<file path="src/rtl/idx_ea_pkg.sv">
package idx_ea_pkg;
  localparam int unsigned BYTE_W  = 8;
  localparam int unsigned ADDR_W  = 2 * BYTE_W;
  localparam int unsigned PSEL_W  = 2;
  localparam int unsigned SHORT_W = 5;
  localparam int unsigned CNT_W   = 2;

  typedef enum logic [3:0] {
    MD_SHORT, MD_INC1, MD_INC2, MD_DEC1, MD_DEC2, MD_ZERO, MD_ACC_B,
    MD_ACC_A, MD_ACC_D, MD_CONST8, MD_CONST16, MD_PCREL8, MD_PCREL16,
    MD_EXTIND
  } idx_mode_e;

  typedef enum logic [2:0] {
    ST_IDLE, ST_DECODE, ST_FETCH, ST_ADDR, ST_IND_HI, ST_IND_LO, ST_FIN
  } idx_state_e;

  typedef struct packed {
    logic             illegal;
    logic             indirect;
    logic             autostep;
    idx_mode_e        mode;
    logic [CNT_W-1:0] nofs;
  } idx_decode_t;

  function automatic logic [ADDR_W-1:0] sext_byte(input logic [BYTE_W-1:0] v);
    return {{(ADDR_W-BYTE_W){v[BYTE_W-1]}}, v};
  endfunction

  function automatic logic [ADDR_W-1:0] sext_short(input logic [SHORT_W-1:0] v);
    return {{(ADDR_W-SHORT_W){v[SHORT_W-1]}}, v};
  endfunction
endpackage

</file>
<file path="src/rtl/idx_postbyte_decode.sv">
module idx_postbyte_decode
  import idx_ea_pkg::*;
(
  input  logic [BYTE_W-1:0] pb_i,
  output idx_decode_t       dec_o
);
  logic ind_bit;
  logic ext_ok;

  assign ind_bit = pb_i[7] & pb_i[4];
  assign ext_ok  = pb_i[4] & (pb_i[6:5] == 2'b00);

  always_comb begin
    dec_o          = '0;
    dec_o.mode     = MD_SHORT;
    dec_o.indirect = ind_bit;
    if (pb_i[7]) begin
      unique case (pb_i[3:0])
        4'h0: begin dec_o.mode = MD_INC1;  dec_o.autostep = 1'b1; dec_o.illegal = pb_i[4]; end
        4'h1: begin dec_o.mode = MD_INC2;  dec_o.autostep = 1'b1; end
        4'h2: begin dec_o.mode = MD_DEC1;  dec_o.autostep = 1'b1; dec_o.illegal = pb_i[4]; end
        4'h3: begin dec_o.mode = MD_DEC2;  dec_o.autostep = 1'b1; end
        4'h4: dec_o.mode = MD_ZERO;
        4'h5: dec_o.mode = MD_ACC_B;
        4'h6: dec_o.mode = MD_ACC_A;
        4'h8: begin dec_o.mode = MD_CONST8;  dec_o.nofs = CNT_W'(1); end
        4'h9: begin dec_o.mode = MD_CONST16; dec_o.nofs = CNT_W'(2); end
        4'hB: dec_o.mode = MD_ACC_D;
        4'hC: begin dec_o.mode = MD_PCREL8;  dec_o.nofs = CNT_W'(1); end
        4'hD: begin dec_o.mode = MD_PCREL16; dec_o.nofs = CNT_W'(2); end
        4'hF: begin dec_o.mode = MD_EXTIND;  dec_o.nofs = CNT_W'(2); dec_o.illegal = ~ext_ok; end
        default: dec_o.illegal = 1'b1;
      endcase
    end
  end
endmodule

</file>
<file path="src/rtl/idx_addr_calc.sv">
module idx_addr_calc
  import idx_ea_pkg::*;
(
  input  logic               clk,
  input  logic               rst_n,
  input  idx_mode_e          mode_i,
  input  logic [SHORT_W-1:0] short_i,
  input  logic [ADDR_W-1:0]  base_i,
  input  logic [ADDR_W-1:0]  pc_i,
  input  logic [BYTE_W-1:0]  acc_a_i,
  input  logic [BYTE_W-1:0]  acc_b_i,
  input  logic [ADDR_W-1:0]  ofs_i,
  output logic [ADDR_W-1:0]  ea_o,
  output logic [ADDR_W-1:0]  ptr_upd_o
);
  always_comb begin
    ea_o      = base_i;
    ptr_upd_o = base_i;
    unique case (mode_i)
      MD_SHORT:   ea_o = base_i + sext_short(short_i);
      MD_INC1:    ptr_upd_o = base_i + ADDR_W'(1);
      MD_INC2:    ptr_upd_o = base_i + ADDR_W'(2);
      MD_DEC1:    begin ea_o = base_i - ADDR_W'(1); ptr_upd_o = base_i - ADDR_W'(1); end
      MD_DEC2:    begin ea_o = base_i - ADDR_W'(2); ptr_upd_o = base_i - ADDR_W'(2); end
      MD_ZERO:    ea_o = base_i;
      MD_ACC_B:   ea_o = base_i + sext_byte(acc_b_i);
      MD_ACC_A:   ea_o = base_i + sext_byte(acc_a_i);
      MD_ACC_D:   ea_o = base_i + {acc_a_i, acc_b_i};
      MD_CONST8:  ea_o = base_i + sext_byte(ofs_i[BYTE_W-1:0]);
      MD_CONST16: ea_o = base_i + ofs_i;
      MD_PCREL8:  ea_o = pc_i + sext_byte(ofs_i[BYTE_W-1:0]);
      MD_PCREL16: ea_o = pc_i + ofs_i;
      MD_EXTIND:  ea_o = ofs_i;
      default:    ea_o = base_i;
    endcase
  end

  AST_PREDEC_MATCH: assert property (@(posedge clk) disable iff (!rst_n)
    (mode_i == MD_DEC2) |-> (ptr_upd_o == ea_o));
  AST_POSTINC_BASE: assert property (@(posedge clk) disable iff (!rst_n)
    (mode_i == MD_INC1) |-> (ea_o == base_i));
endmodule

</file>
<file path="src/rtl/idx_seq_fsm.sv">
module idx_seq_fsm
  import idx_ea_pkg::*;
(
  input  logic              clk,
  input  logic              rst_n,
  input  logic              start_i,
  input  logic [BYTE_W-1:0] pb_i,
  input  logic              lea_en_i,
  input  logic [PSEL_W-1:0] lea_dst_i,
  input  logic [ADDR_W-1:0] ptr_x_i,
  input  logic [ADDR_W-1:0] ptr_y_i,
  input  logic [ADDR_W-1:0] ptr_u_i,
  input  logic [ADDR_W-1:0] ptr_s_i,
  input  logic [ADDR_W-1:0] pc_i,
  input  logic [BYTE_W-1:0] acc_a_i,
  input  logic [BYTE_W-1:0] acc_b_i,
  input  idx_decode_t       dec_i,
  input  logic [ADDR_W-1:0] ea_calc_i,
  input  logic [ADDR_W-1:0] ptr_upd_i,
  output logic [BYTE_W-1:0] pb_o,
  output logic [ADDR_W-1:0] base_o,
  output logic [ADDR_W-1:0] pc_cur_o,
  output logic [BYTE_W-1:0] acc_a_o,
  output logic [BYTE_W-1:0] acc_b_o,
  output logic [ADDR_W-1:0] ofs_o,
  output logic              mem_req_o,
  output logic [ADDR_W-1:0] mem_addr_o,
  input  logic              mem_ready_i,
  input  logic [BYTE_W-1:0] mem_rdata_i,
  output logic [ADDR_W-1:0] ea_o,
  output logic              done_o,
  output logic              illegal_o,
  output logic              ptr_we_o,
  output logic [PSEL_W-1:0] ptr_sel_o,
  output logic [ADDR_W-1:0] ptr_wdata_o,
  output logic              pc_we_o,
  output logic [ADDR_W-1:0] pc_o,
  output logic              lea_we_o,
  output logic [PSEL_W-1:0] lea_sel_o
);
  idx_state_e        state_q, state_d;
  logic [BYTE_W-1:0] pb_q, a_q, b_q;
  logic [ADDR_W-1:0] base_q, pc_q, pc_d, ofs_q, ofs_d, ea_q, ea_d, ptr_q, ptr_d;
  logic [CNT_W-1:0]  left_q, left_d;
  logic              ill_q, ill_d, auto_q, auto_d, ind_q, ind_d;
  logic              lea_en_q;
  logic [PSEL_W-1:0] dst_q;
  logic [ADDR_W-1:0] base_sel;
  logic              cap_en, xfer, legal_done;

  assign cap_en = (state_q == ST_IDLE) & start_i;
  assign xfer   = mem_req_o & mem_ready_i;

  always_comb begin
    unique case (pb_i[6:5])
      2'b00:   base_sel = ptr_x_i;
      2'b01:   base_sel = ptr_y_i;
      2'b10:   base_sel = ptr_u_i;
      default: base_sel = ptr_s_i;
    endcase
  end

  // next-state process
  always_comb begin
    state_d = state_q;
    pc_d    = pc_q;
    ofs_d   = ofs_q;
    ea_d    = ea_q;
    ptr_d   = ptr_q;
    left_d  = left_q;
    ill_d   = ill_q;
    auto_d  = auto_q;
    ind_d   = ind_q;
    unique case (state_q)
      ST_IDLE: begin
        if (start_i) begin
          state_d = ST_DECODE;
          pc_d    = pc_i;
        end
      end
      ST_DECODE: begin
        ill_d  = dec_i.illegal;
        auto_d = dec_i.autostep & ~dec_i.illegal;
        ind_d  = dec_i.indirect;
        left_d = dec_i.nofs;
        if (dec_i.illegal) begin
          state_d = ST_FIN;
        end else if (dec_i.nofs != '0) begin
          state_d = ST_FETCH;
        end else begin
          ea_d    = ea_calc_i;
          ptr_d   = ptr_upd_i;
          state_d = dec_i.indirect ? ST_IND_HI : ST_FIN;
        end
      end
      ST_FETCH: begin
        if (xfer) begin
          ofs_d  = {ofs_q[BYTE_W-1:0], mem_rdata_i};
          pc_d   = pc_q + ADDR_W'(1);
          left_d = left_q - CNT_W'(1);
          if (left_q == CNT_W'(1)) state_d = ST_ADDR;
        end
      end
      ST_ADDR: begin
        ea_d    = ea_calc_i;
        ptr_d   = ptr_upd_i;
        state_d = ind_q ? ST_IND_HI : ST_FIN;
      end
      ST_IND_HI: begin
        if (xfer) begin
          ofs_d   = {ofs_q[BYTE_W-1:0], mem_rdata_i};
          state_d = ST_IND_LO;
        end
      end
      ST_IND_LO: begin
        if (xfer) begin
          ea_d    = {ofs_q[BYTE_W-1:0], mem_rdata_i};
          state_d = ST_FIN;
        end
      end
      ST_FIN:  state_d = ST_IDLE;
      default: state_d = ST_IDLE;
    endcase
  end

  // register process
  always_ff @(posedge clk or negedge rst_n) begin
    if (!rst_n) begin
      state_q  <= ST_IDLE;
      pb_q     <= '0;
      base_q   <= '0;
      a_q      <= '0;
      b_q      <= '0;
      lea_en_q <= 1'b0;
      dst_q    <= '0;
      pc_q     <= '0;
      ofs_q    <= '0;
      ea_q     <= '0;
      ptr_q    <= '0;
      left_q   <= '0;
      ill_q    <= 1'b0;
      auto_q   <= 1'b0;
      ind_q    <= 1'b0;
    end else begin
      state_q <= state_d;
      if (cap_en) begin
        pb_q     <= pb_i;
        base_q   <= base_sel;
        a_q      <= acc_a_i;
        b_q      <= acc_b_i;
        lea_en_q <= lea_en_i;
        dst_q    <= lea_dst_i;
      end
      pc_q   <= pc_d;
      ofs_q  <= ofs_d;
      ea_q   <= ea_d;
      ptr_q  <= ptr_d;
      left_q <= left_d;
      ill_q  <= ill_d;
      auto_q <= auto_d;
      ind_q  <= ind_d;
    end
  end

  assign pb_o     = pb_q;
  assign base_o   = base_q;
  assign pc_cur_o = pc_q;
  assign acc_a_o  = a_q;
  assign acc_b_o  = b_q;
  assign ofs_o    = ofs_q;

  assign mem_req_o  = (state_q == ST_FETCH) | (state_q == ST_IND_HI) | (state_q == ST_IND_LO);
  assign mem_addr_o = (state_q == ST_FETCH)  ? pc_q :
                      (state_q == ST_IND_HI) ? ea_q : (ea_q + ADDR_W'(1));

  assign done_o      = (state_q == ST_FIN);
  assign illegal_o   = done_o & ill_q;
  assign legal_done  = done_o & ~ill_q;
  assign ea_o        = ea_q;
  assign ptr_we_o    = legal_done & auto_q;
  assign ptr_sel_o   = pb_q[6:5];
  assign ptr_wdata_o = ptr_q;
  assign pc_we_o     = legal_done;
  assign pc_o        = pc_q;
  assign lea_we_o    = legal_done & lea_en_q;
  assign lea_sel_o   = dst_q;

  AST_DONE_PULSE: assert property (@(posedge clk) disable iff (!rst_n)
    done_o |=> !done_o);
  AST_WRITE_AT_DONE: assert property (@(posedge clk) disable iff (!rst_n)
    (ptr_we_o || pc_we_o || lea_we_o) |-> done_o);
  AST_ILLEGAL_QUIET: assert property (@(posedge clk) disable iff (!rst_n)
    illegal_o |-> (!ptr_we_o && !pc_we_o && !lea_we_o));
  AST_REQ_HOLD: assert property (@(posedge clk) disable iff (!rst_n)
    (mem_req_o && !mem_ready_i) |=> (mem_req_o && $stable(mem_addr_o)));
  AST_IND_NEXT_BYTE: assert property (@(posedge clk) disable iff (!rst_n)
    (state_q == ST_IND_HI && xfer) |=> (mem_addr_o == ($past(mem_addr_o) + ADDR_W'(1))));
  AST_DONE_NO_REQ: assert property (@(posedge clk) disable iff (!rst_n)
    done_o |-> !mem_req_o);
endmodule

</file>
<file path="src/rtl/idx_ea_seq.sv">
module idx_ea_seq
  import idx_ea_pkg::*;
(
  input  logic              clk,
  input  logic              rst_n,
  input  logic              start_i,
  input  logic [BYTE_W-1:0] postbyte_i,
  input  logic              lea_en_i,
  input  logic [PSEL_W-1:0] lea_dst_i,
  input  logic [ADDR_W-1:0] ptr_x_i,
  input  logic [ADDR_W-1:0] ptr_y_i,
  input  logic [ADDR_W-1:0] ptr_u_i,
  input  logic [ADDR_W-1:0] ptr_s_i,
  input  logic [ADDR_W-1:0] pc_i,
  input  logic [BYTE_W-1:0] acc_a_i,
  input  logic [BYTE_W-1:0] acc_b_i,
  output logic              mem_req_o,
  output logic [ADDR_W-1:0] mem_addr_o,
  input  logic              mem_ready_i,
  input  logic [BYTE_W-1:0] mem_rdata_i,
  output logic [ADDR_W-1:0] ea_o,
  output logic              done_o,
  output logic              illegal_o,
  output logic              ptr_we_o,
  output logic [PSEL_W-1:0] ptr_sel_o,
  output logic [ADDR_W-1:0] ptr_wdata_o,
  output logic              pc_we_o,
  output logic [ADDR_W-1:0] pc_o,
  output logic              lea_we_o,
  output logic [PSEL_W-1:0] lea_sel_o
);
  idx_decode_t       dec;
  logic [BYTE_W-1:0] pb_q, a_q, b_q;
  logic [ADDR_W-1:0] base_q, pc_cur, ofs_q, ea_calc, ptr_upd;

  idx_postbyte_decode u_dec (
    .pb_i  (pb_q),
    .dec_o (dec)
  );

  idx_addr_calc u_calc (
    .clk       (clk),
    .rst_n     (rst_n),
    .mode_i    (dec.mode),
    .short_i   (pb_q[SHORT_W-1:0]),
    .base_i    (base_q),
    .pc_i      (pc_cur),
    .acc_a_i   (a_q),
    .acc_b_i   (b_q),
    .ofs_i     (ofs_q),
    .ea_o      (ea_calc),
    .ptr_upd_o (ptr_upd)
  );

  idx_seq_fsm u_fsm (
    .clk         (clk),
    .rst_n       (rst_n),
    .start_i     (start_i),
    .pb_i        (postbyte_i),
    .lea_en_i    (lea_en_i),
    .lea_dst_i   (lea_dst_i),
    .ptr_x_i     (ptr_x_i),
    .ptr_y_i     (ptr_y_i),
    .ptr_u_i     (ptr_u_i),
    .ptr_s_i     (ptr_s_i),
    .pc_i        (pc_i),
    .acc_a_i     (acc_a_i),
    .acc_b_i     (acc_b_i),
    .dec_i       (dec),
    .ea_calc_i   (ea_calc),
    .ptr_upd_i   (ptr_upd),
    .pb_o        (pb_q),
    .base_o      (base_q),
    .pc_cur_o    (pc_cur),
    .acc_a_o     (a_q),
    .acc_b_o     (b_q),
    .ofs_o       (ofs_q),
    .mem_req_o   (mem_req_o),
    .mem_addr_o  (mem_addr_o),
    .mem_ready_i (mem_ready_i),
    .mem_rdata_i (mem_rdata_i),
    .ea_o        (ea_o),
    .done_o      (done_o),
    .illegal_o   (illegal_o),
    .ptr_we_o    (ptr_we_o),
    .ptr_sel_o   (ptr_sel_o),
    .ptr_wdata_o (ptr_wdata_o),
    .pc_we_o     (pc_we_o),
    .pc_o        (pc_o),
    .lea_we_o    (lea_we_o),
    .lea_sel_o   (lea_sel_o)
  );
endmodule

</file>
<file path="config.mk">
export PLATFORM = sky130hd
export DESIGN_NAME = idx_ea_seq
export DESIGN_NICKNAME = d
export VERILOG_FILES = /design/src/rtl/idx_ea_pkg.sv /design/src/rtl/idx_postbyte_decode.sv /design/src/rtl/idx_addr_calc.sv /design/src/rtl/idx_seq_fsm.sv /design/src/rtl/idx_ea_seq.sv
export SDC_FILE = /design/constraint.sdc
export NUM_CORES = 1
export LEC_CHECK = 0
export CAP_MARGIN = 25
export CORE_MARGIN = 1.5
export CORE_UTILIZATION = 25
export DETAILED_ROUTE_END_ITERATION = 6
export GPL_TIMING_DRIVEN = 0
export SYNTH_ARGS = -nofsm -noshare
export SYNTH_HDL_FRONTEND = slang
export SYNTH_SLANG_ARGS = --single-unit
export TNS_END_PERCENT = 50
</file>
<file path="constraint.sdc">
create_clock -name clk -period 9.85 [get_ports clk]
set_input_delay 0.985 -clock clk [delete_from_list [all_inputs] [get_ports clk]]
set_output_delay 0.985 -clock clk [all_outputs]
set_load 0.005 [all_outputs]
</file>
==> impl_metrics.env, run 1 <==
export IMPL_fin_nets=1602
export IMPL_grt_overflow=0
export IMPL_ant_nets=0
export IMPL_fin_tns_setup_ns=0
export IMPL_final_util_pct=33.1
export IMPL_ys_ff_latch=115
export IMPL_dr_pass1_iters=7
export IMPL_core_sq_mm=0.0406
export IMPL_fin_cells=1970
export IMPL_syn_mean_instance_area_sq_um=8.47
export IMPL_synth_area_sq_mm=0.0103
export IMPL_yosysSeqAreaShare_pct=28.0
export IMPL_ys_flop_type="dfrtp_1"
export IMPL_drc=0
export IMPL_grt_pass1_wl_mm=60.6
export IMPL_grt_max_degree=66
export IMPL_cp_end_kind="register"
export IMPL_cts_resized=0
export IMPL_rsz0062_at_grt="false"
export IMPL_drive_above_1_share_pct=11.6
export IMPL_post_cts_buffers=0
export IMPL_num_vias=10500
export IMPL_pre_cts_ws_ns=4.94
export IMPL_clock_path_buffers=2
export IMPL_synth_edff_count=0
export IMPL_grt_pass1_vias=10100
export IMPL_cts_sinks=115
export IMPL_post_drt_wl_per_cell_um=20.4
export IMPL_tightest_slew_ns=0.964
export IMPL_place_port_buffers=190
export IMPL_antenna_found_initial=0
export IMPL_clk_pin_slew_worst_paths_ns=0.07
export IMPL_htree_levels=4
export IMPL_hold_viol_final=0
export IMPL_antenna_cells=0
export IMPL_dp_hpwl_mm=32.4
export IMPL_period_share_pct=49.8
export IMPL_gp_congestion=0.917
export IMPL_fmax_ghz=0.204
export IMPL_yosys_top_cells_area="dfrtp_1, mux2_2, ha_1, nand2_1, o21ai_0"
export IMPL_cts_buffers=17
export IMPL_synth_async_reset_ratio_pct=100
export IMPL_outcome="completed"
export IMPL_rows=74
export IMPL_hold_buffers=0
export IMPL_drv_slew=0
export IMPL_yosysTopAreaCellShare_pct=28.0
export IMPL_cp_arrival_ns=5.17
export IMPL_finalPower_w=0.00548
export IMPL_ir_drop_uv=156
export IMPL_dieHeight_um=206
export IMPL_finalCriticalPeriod_ns=4.90
export IMPL_p_leak_nw=5.23
export IMPL_die_x_um=206
export IMPL_synth_top_cell_by_area="dfrtp_1"
export IMPL_initial_core_util_pct=25.3
export IMPL_synthCells=1213
export IMPL_start_kind="register"
export IMPL_crit_type="register to register"
export IMPL_cap_violations=0
export IMPL_finClkSkew_ns=0.0148
export IMPL_timing_final_ws_setup_ns=4.95
export IMPL_yosysUniqueCellTypes=82
export IMPL_grt_use_total_pct=19.1
export IMPL_cts_tree="built"
export IMPL_placedCellCount=1938
export IMPL_hp_class="register to register"
export IMPL_setup_viol=0
export IMPL_drt_iter0_drc=940
export IMPL_power_density_mw_per_mm2=407
export IMPL_io_pins=193
export IMPL_clockRootBuffer="clkbuf_16"
export IMPL_yosys_warnings=0
export IMPL_die_area_sq_mm=0.0423
export IMPL_areaGrowthSynthToFinish_pct=31.0
export IMPL_clkLatencyLatePin_ns=0.44
export IMPL_vias_per_cell=5.35
export IMPL_wl_mm=40.2
export IMPL_required_ns=10.12
export IMPL_crit_fanout=10
export IMPL_synth_nets=1390
export IMPL_slew_headroom_pct=35.3
-- worst max-delay path, stage by stage, from the launching register on --
cell and delay [ns]:
dfrtp_1 0.37, buf_6 0.14, clkbuf_1 0.22, nand2b_1 0.23, nor2_1 0.47, clkbuf_1 0.47, mux2_2 0.41, ha_1 0.34
o21a_1 0.12, o31a_1 0.13, o41ai_2 0.43, o211ai_1 0.22, a41oi_1 0.27, xnor2_1 0.09, a2111oi_0 0.69, a21oi_1 0.13
-- layout make-up --
type	instances	area, sq um
inverter	22	82.6
clock buffer	18	439
clock inverter	14	131
multi-input combinational	997	6960
sequential	115	2880
tap	532	666
timing repair buffer	193	1950
fill	4253	27200
buffer	79	347
-- report_power, final --
part           switching, W  total [W]  internal, W
clock network      0.000257   0.000613     0.000355
logic               0.00218    0.00382      0.00165
registers          0.000334    0.00104     0.000708
total               0.00277    0.00548      0.00271
-- state kept, by name, summed over array words and instances (netlist names) --
signal / cells
u_fsm.acc_a_o: 8
u_fsm.acc_b_o: 8
u_fsm.auto_q: 1
u_fsm.base_o: 16
u_fsm.ea_o: 16
u_fsm.ill_q: 1
u_fsm.ind_q: 1
u_fsm.lea_en_q: 1
u_fsm.lea_sel_o: 2
u_fsm.left_q: 2
u_fsm.ofs_o: 16
u_fsm.pb_o: 8
u_fsm.pc_cur_o: 16
u_fsm.ptr_wdata_o: 16
u_fsm.state_q: 3
-- logic make-up after synthesis --
group | Yosys count | synth area share [%]
xor+xnor | 57 | 4.86
flops | 115 | 28.0
mux | 104 | 13.0
buf+inv | 101 | 4.18
fa+ha+maj | 58 | 7.28
simple gates | 405 | 18.8
compound gates | 373 | 23.9
-- synth_stat cells (all sizes together) (10+ instances only) --
cell	number
o211ai	12
inv	19
nand3	33
xnor2	27
xor2	30
nor2	94
nor3	24
o22ai	14
a21o	15
buf	29
a31oi	13
mux2i	13
ha	55
o21ai	117
a221o	11
mux2	75
a221oi	12
a211oi	18
a21oi	72
nand2b	13
o31ai	10
and2	15
mux4	16
nand2	155
dfrtp	115
clkbuf	50
nor2b	10
and3	18
-- path summary, 6_finish.rpt --
path / start / end / slack [ns] / cells past startpoint
max: u_fsm.pb_o[1]$_DFFE_PN0P_ / u_fsm.ea_o[14]$_DFFE_PN0P_ / 4.95 / 15
min: u_fsm.ptr_wdata_o[4]$_DFFE_PN0P_ / u_fsm.ptr_wdata_o[4]$_DFFE_PN0P_ / 0.49 / 2
max reg2reg: u_fsm.pb_o[1]$_DFFE_PN0P_ / u_fsm.ea_o[14]$_DFFE_PN0P_ / 4.95 / 15
min reg2reg: u_fsm.ptr_wdata_o[4]$_DFFE_PN0P_ / u_fsm.ptr_wdata_o[4]$_DFFE_PN0P_ / 0.49 / 2
max in group asynchronous: rst_n / u_fsm.ptr_wdata_o[5]$_DFFE_PN0P_ / 8.62 / 2
min in group asynchronous: rst_n / u_fsm.state_q[2]$_DFFE_PN0P_ / 0.54 / 1
-- layer usage --
| layer | vias up | GRT usage (%) | part of all wire (%) |
|---|---|---|---|
| li1 | 4953 | - | - |
| met1 | 5029 | 26.3 | 45 |
| met2 | 515 | 30.8 | 45 |
| met3 | 48 | 2.64 | 7.8 |
| met4 | 0 | 5.63 | 2.3 |
| met5 | - | 0 | 0 |
-- layout by cell type, fill, tap and decap left out, types with 6 or more instances in the layout --
cell,count
clkdlybuf4s50_1,189
nand2_1,155
dfrtp_1,115
o21ai_0,110
nor2_1,94
mux2_2,75
a21oi_1,72
ha_1,55
clkbuf_1,50
nand3_1,33
xor2_1,30
xnor2_1,27
nor3_1,21
buf_2,19
inv_1,19
and3_1,18
a211oi_1,18
clkbuf_16,17
mux4_2,16
a21o_1,15
and2_1,14
o22ai_1,14
nand2b_1,13
mux2i_1,13
a31oi_1,13
a221o_1,11
a221oi_1,11
o211ai_1,11
nor2b_1,10
o31ai_1,10
o21a_1,8
o21ai_1,7
o221ai_1,7
nor3b_1,6
or3_1,6
-- metrics by stage --
stage / area (sq um) / hold WS (ns)
4_1_cts: 13500 / 0.490
2_1_floorplan: 10300 / 0.440
5_1_grt: 13500 / 0.535
6_report: 13500 / 0.491
3_3_place_gp: 12800 / 0.463
3_5_place_dp: 12900 / 0.476
Note: power is estimated with default switching activity, not from simulation.
==> run 2, diff against run 1 <==
==> constraint.sdc (replaced) <==
create_clock -name clk -period 5.1 [get_ports clk]
set_input_delay 0.51 -clock clk [delete_from_list [all_inputs] [get_ports clk]]
set_output_delay 0.51 -clock clk [all_outputs]
set_load 0.005 [all_outputs]
==> impl_metrics.env, run 2 (synthesis results as in run 1) <==
export IMPL_use_met2_pct=30.8
export IMPL_final_cell_mix="clkdlybuf4s50_1, nand2_1, dfrtp_1"
export IMPL_dpl_instance_area_sq_mm=0.0129
export IMPL_crit_path_start="u_fsm.pb_o[3]$_DFFE_PN0P_"
export IMPL_crit_buf_inv=3
export IMPL_slowest_stage="a2111oi_0"
export IMPL_fmax_ghz=0.208
export IMPL_cp_cell_sequence="buf_2 > nand3_1 > nand2b_1 > buf_2 > buf_1 > mux2_2 > ha_1 > a211oi_1 > o21ai_0 > a2111oi_0 > o21ai_0 > a21o_1 > mux2i_1 > a221oi_1 > a21boi_1"
export IMPL_finalPower_w=0.0106
export IMPL_post_drt_wl_per_cell_um=20.4
export IMPL_io_pins=193
export IMPL_clk_pin_slew_worst_paths_ns=0.06
export IMPL_nFillCells=4254
export IMPL_final_common_cell="clkdlybuf4s50_1"
export IMPL_worst_r2r_cell_count=15
export IMPL_cts_tree="built"
export IMPL_dieHeight_um=206
export IMPL_fin_area_sq_mm=0.0135
export IMPL_drive_above_1_share_pct=11.6
export IMPL_dr_pass1_iters=6
export IMPL_fin_nets=1602
export IMPL_clkLatencyLatePin_ns=0.44
export IMPL_required_ns=5.44
export IMPL_finalCriticalPeriod_ns=4.80
export IMPL_met1_usage_pct=26.3
export IMPL_pre_cts_ws_ns=0.188
export IMPL_antenna_cells=0
export IMPL_areaGrowthSynthToFinish_pct=31.0
export IMPL_grt_max_degree=66
export IMPL_hold_viol_final=0
export IMPL_antenna_found_initial=0
export IMPL_gp_congestion=0.917
export IMPL_busiest_layer="met2"
export IMPL_ant_nets=0
export IMPL_cts_sinks=115
export IMPL_die_area_sq_mm=0.0423
export IMPL_drc=0
export IMPL_slowest_delay_ns=0.68
export IMPL_rsz0062_at_grt="false"
export IMPL_core_sq_mm=0.0406
export IMPL_path_delay_family="compound AO/OA/AOI/OAI gates"
export IMPL_p_leak_nw=5.23
export IMPL_htree_levels=4
export IMPL_rows=74
export IMPL_tightest_slew_ns=0.983
export IMPL_grt_overflow=0
export IMPL_wl_mm=40.2
export IMPL_clockRootBuffer="clkbuf_16"
export IMPL_crit_type="register to register"
export IMPL_drt_iter0_drc=914
export IMPL_period_share_pct=94.1
export IMPL_outcome="completed"
export IMPL_vias_per_cell=5.32
export IMPL_slew_headroom_pct=34.0
export IMPL_use_met3_pct=2.64
export IMPL_start_kind="register"
export IMPL_grt_pass1_wl_mm=60.6
export IMPL_cp_end_kind="register"
export IMPL_setup_viol=0
export IMPL_hp_class="primary input to asynchronous set/reset pin"
export IMPL_cts_resized=0
export IMPL_initial_core_util_pct=25.3
export IMPL_dp_hpwl_mm=32.4
export IMPL_reg2reg_from="u_fsm.pb_o[3]$_DFFE_PN0P_"
export IMPL_power_density_mw_per_mm2=787
export IMPL_cp_arrival_ns=5.15
export IMPL_hold_buffers=0
export IMPL_finClkSkew_ns=0.0140
export IMPL_reg2reg_to="u_fsm.ea_o[13]$_DFFE_PN0P_"
export IMPL_crit_fanout=10
export IMPL_post_cts_buffers=0
export IMPL_drv_slew=0
export IMPL_die_x_um=206
export IMPL_place_port_buffers=190
export IMPL_grt_use_total_pct=19.1
export IMPL_ff2ff_setup_slack_ns=0.30
export IMPL_ir_drop_uv=299
export IMPL_cts_buffers=17
export IMPL_grt_pass1_vias=10100
export IMPL_num_vias=10500
export IMPL_timing_final_ws_setup_ns=0.299
export IMPL_cap_violations=0
export IMPL_clock_path_buffers=2
run 2: cell counts in the layout (fill, tap and decap cells not counted):
No cell type changed its count.
run 2: routing by layer:
layer	up-vias	wire (um)
li1	4960	-
met3	48	3130
met4	0	966
met1	4963	18000
met5	-	0
met2	508	18100
run 2: per-stage QoR:
| step | setup TNS (ns) | hold WS, ns | std cells | utilization (%) |
|---|---|---|---|---|
| after floorplan | 0 | 0.214 | 1213 | - |
| after global placement | -142.43 | 0.463 | 1935 | 31.6 |
| after detailed placement | 0 | 0.476 | 1938 | 31.7 |
| after CTS | 0 | 0.0907 | 1970 | 33.1 |
| after global routing | 0 | 0.110 | 1970 | 33.1 |
| final | 0 | 0.0660 | 1970 | 33.1 |
run 2: worst max-delay path by stage:
stage                                    to  slack, ns  cells after the start
2_1_floorplan    u_fsm.ea_o[11]$_DFFE_PN0P_       1.29                     14
3_3_place_gp   u_fsm.base_o[15]$_DFFE_PN0P_      -1.26                      1
3_5_place_dp     u_fsm.ea_o[14]$_DFFE_PN0P_       0.19                     15
4_1_cts          u_fsm.ea_o[14]$_DFFE_PN0P_       0.17                     15
5_1_grt          u_fsm.ea_o[11]$_DFFE_PN0P_       0.03                     14
6_report         u_fsm.ea_o[13]$_DFFE_PN0P_       0.30                     15
run 2: area by class of cell:
| class | count | area [sq um] | share of cell area [%] |
|---|---|---|---|
| Multi-Input combinational cell | 997 | 6970 | 51.8 |
| Sequential cell | 115 | 2880 | 21.4 |
| Timing Repair Buffer | 193 | 1950 | 14.5 |
| Tap cell | 532 | 666 | 4.95 |
| Clock buffer | 18 | 439 | 3.26 |
| Buffer | 79 | 347 | 2.58 |
| Clock inverter | 14 | 131 | 0.976 |
| Inverter | 22 | 82.6 | 0.614 |
run 2: where the power goes:
| part | switching (W) | internal, W | leakage [nW] | total, W |
|---|---|---|---|---|
| clock network | 0.000495 | 0.000686 | 0.269 | 0.00118 |
| registers | 0.000645 | 0.00137 | 1.39 | 0.00201 |
| logic | 0.00420 | 0.00319 | 3.58 | 0.00739 |
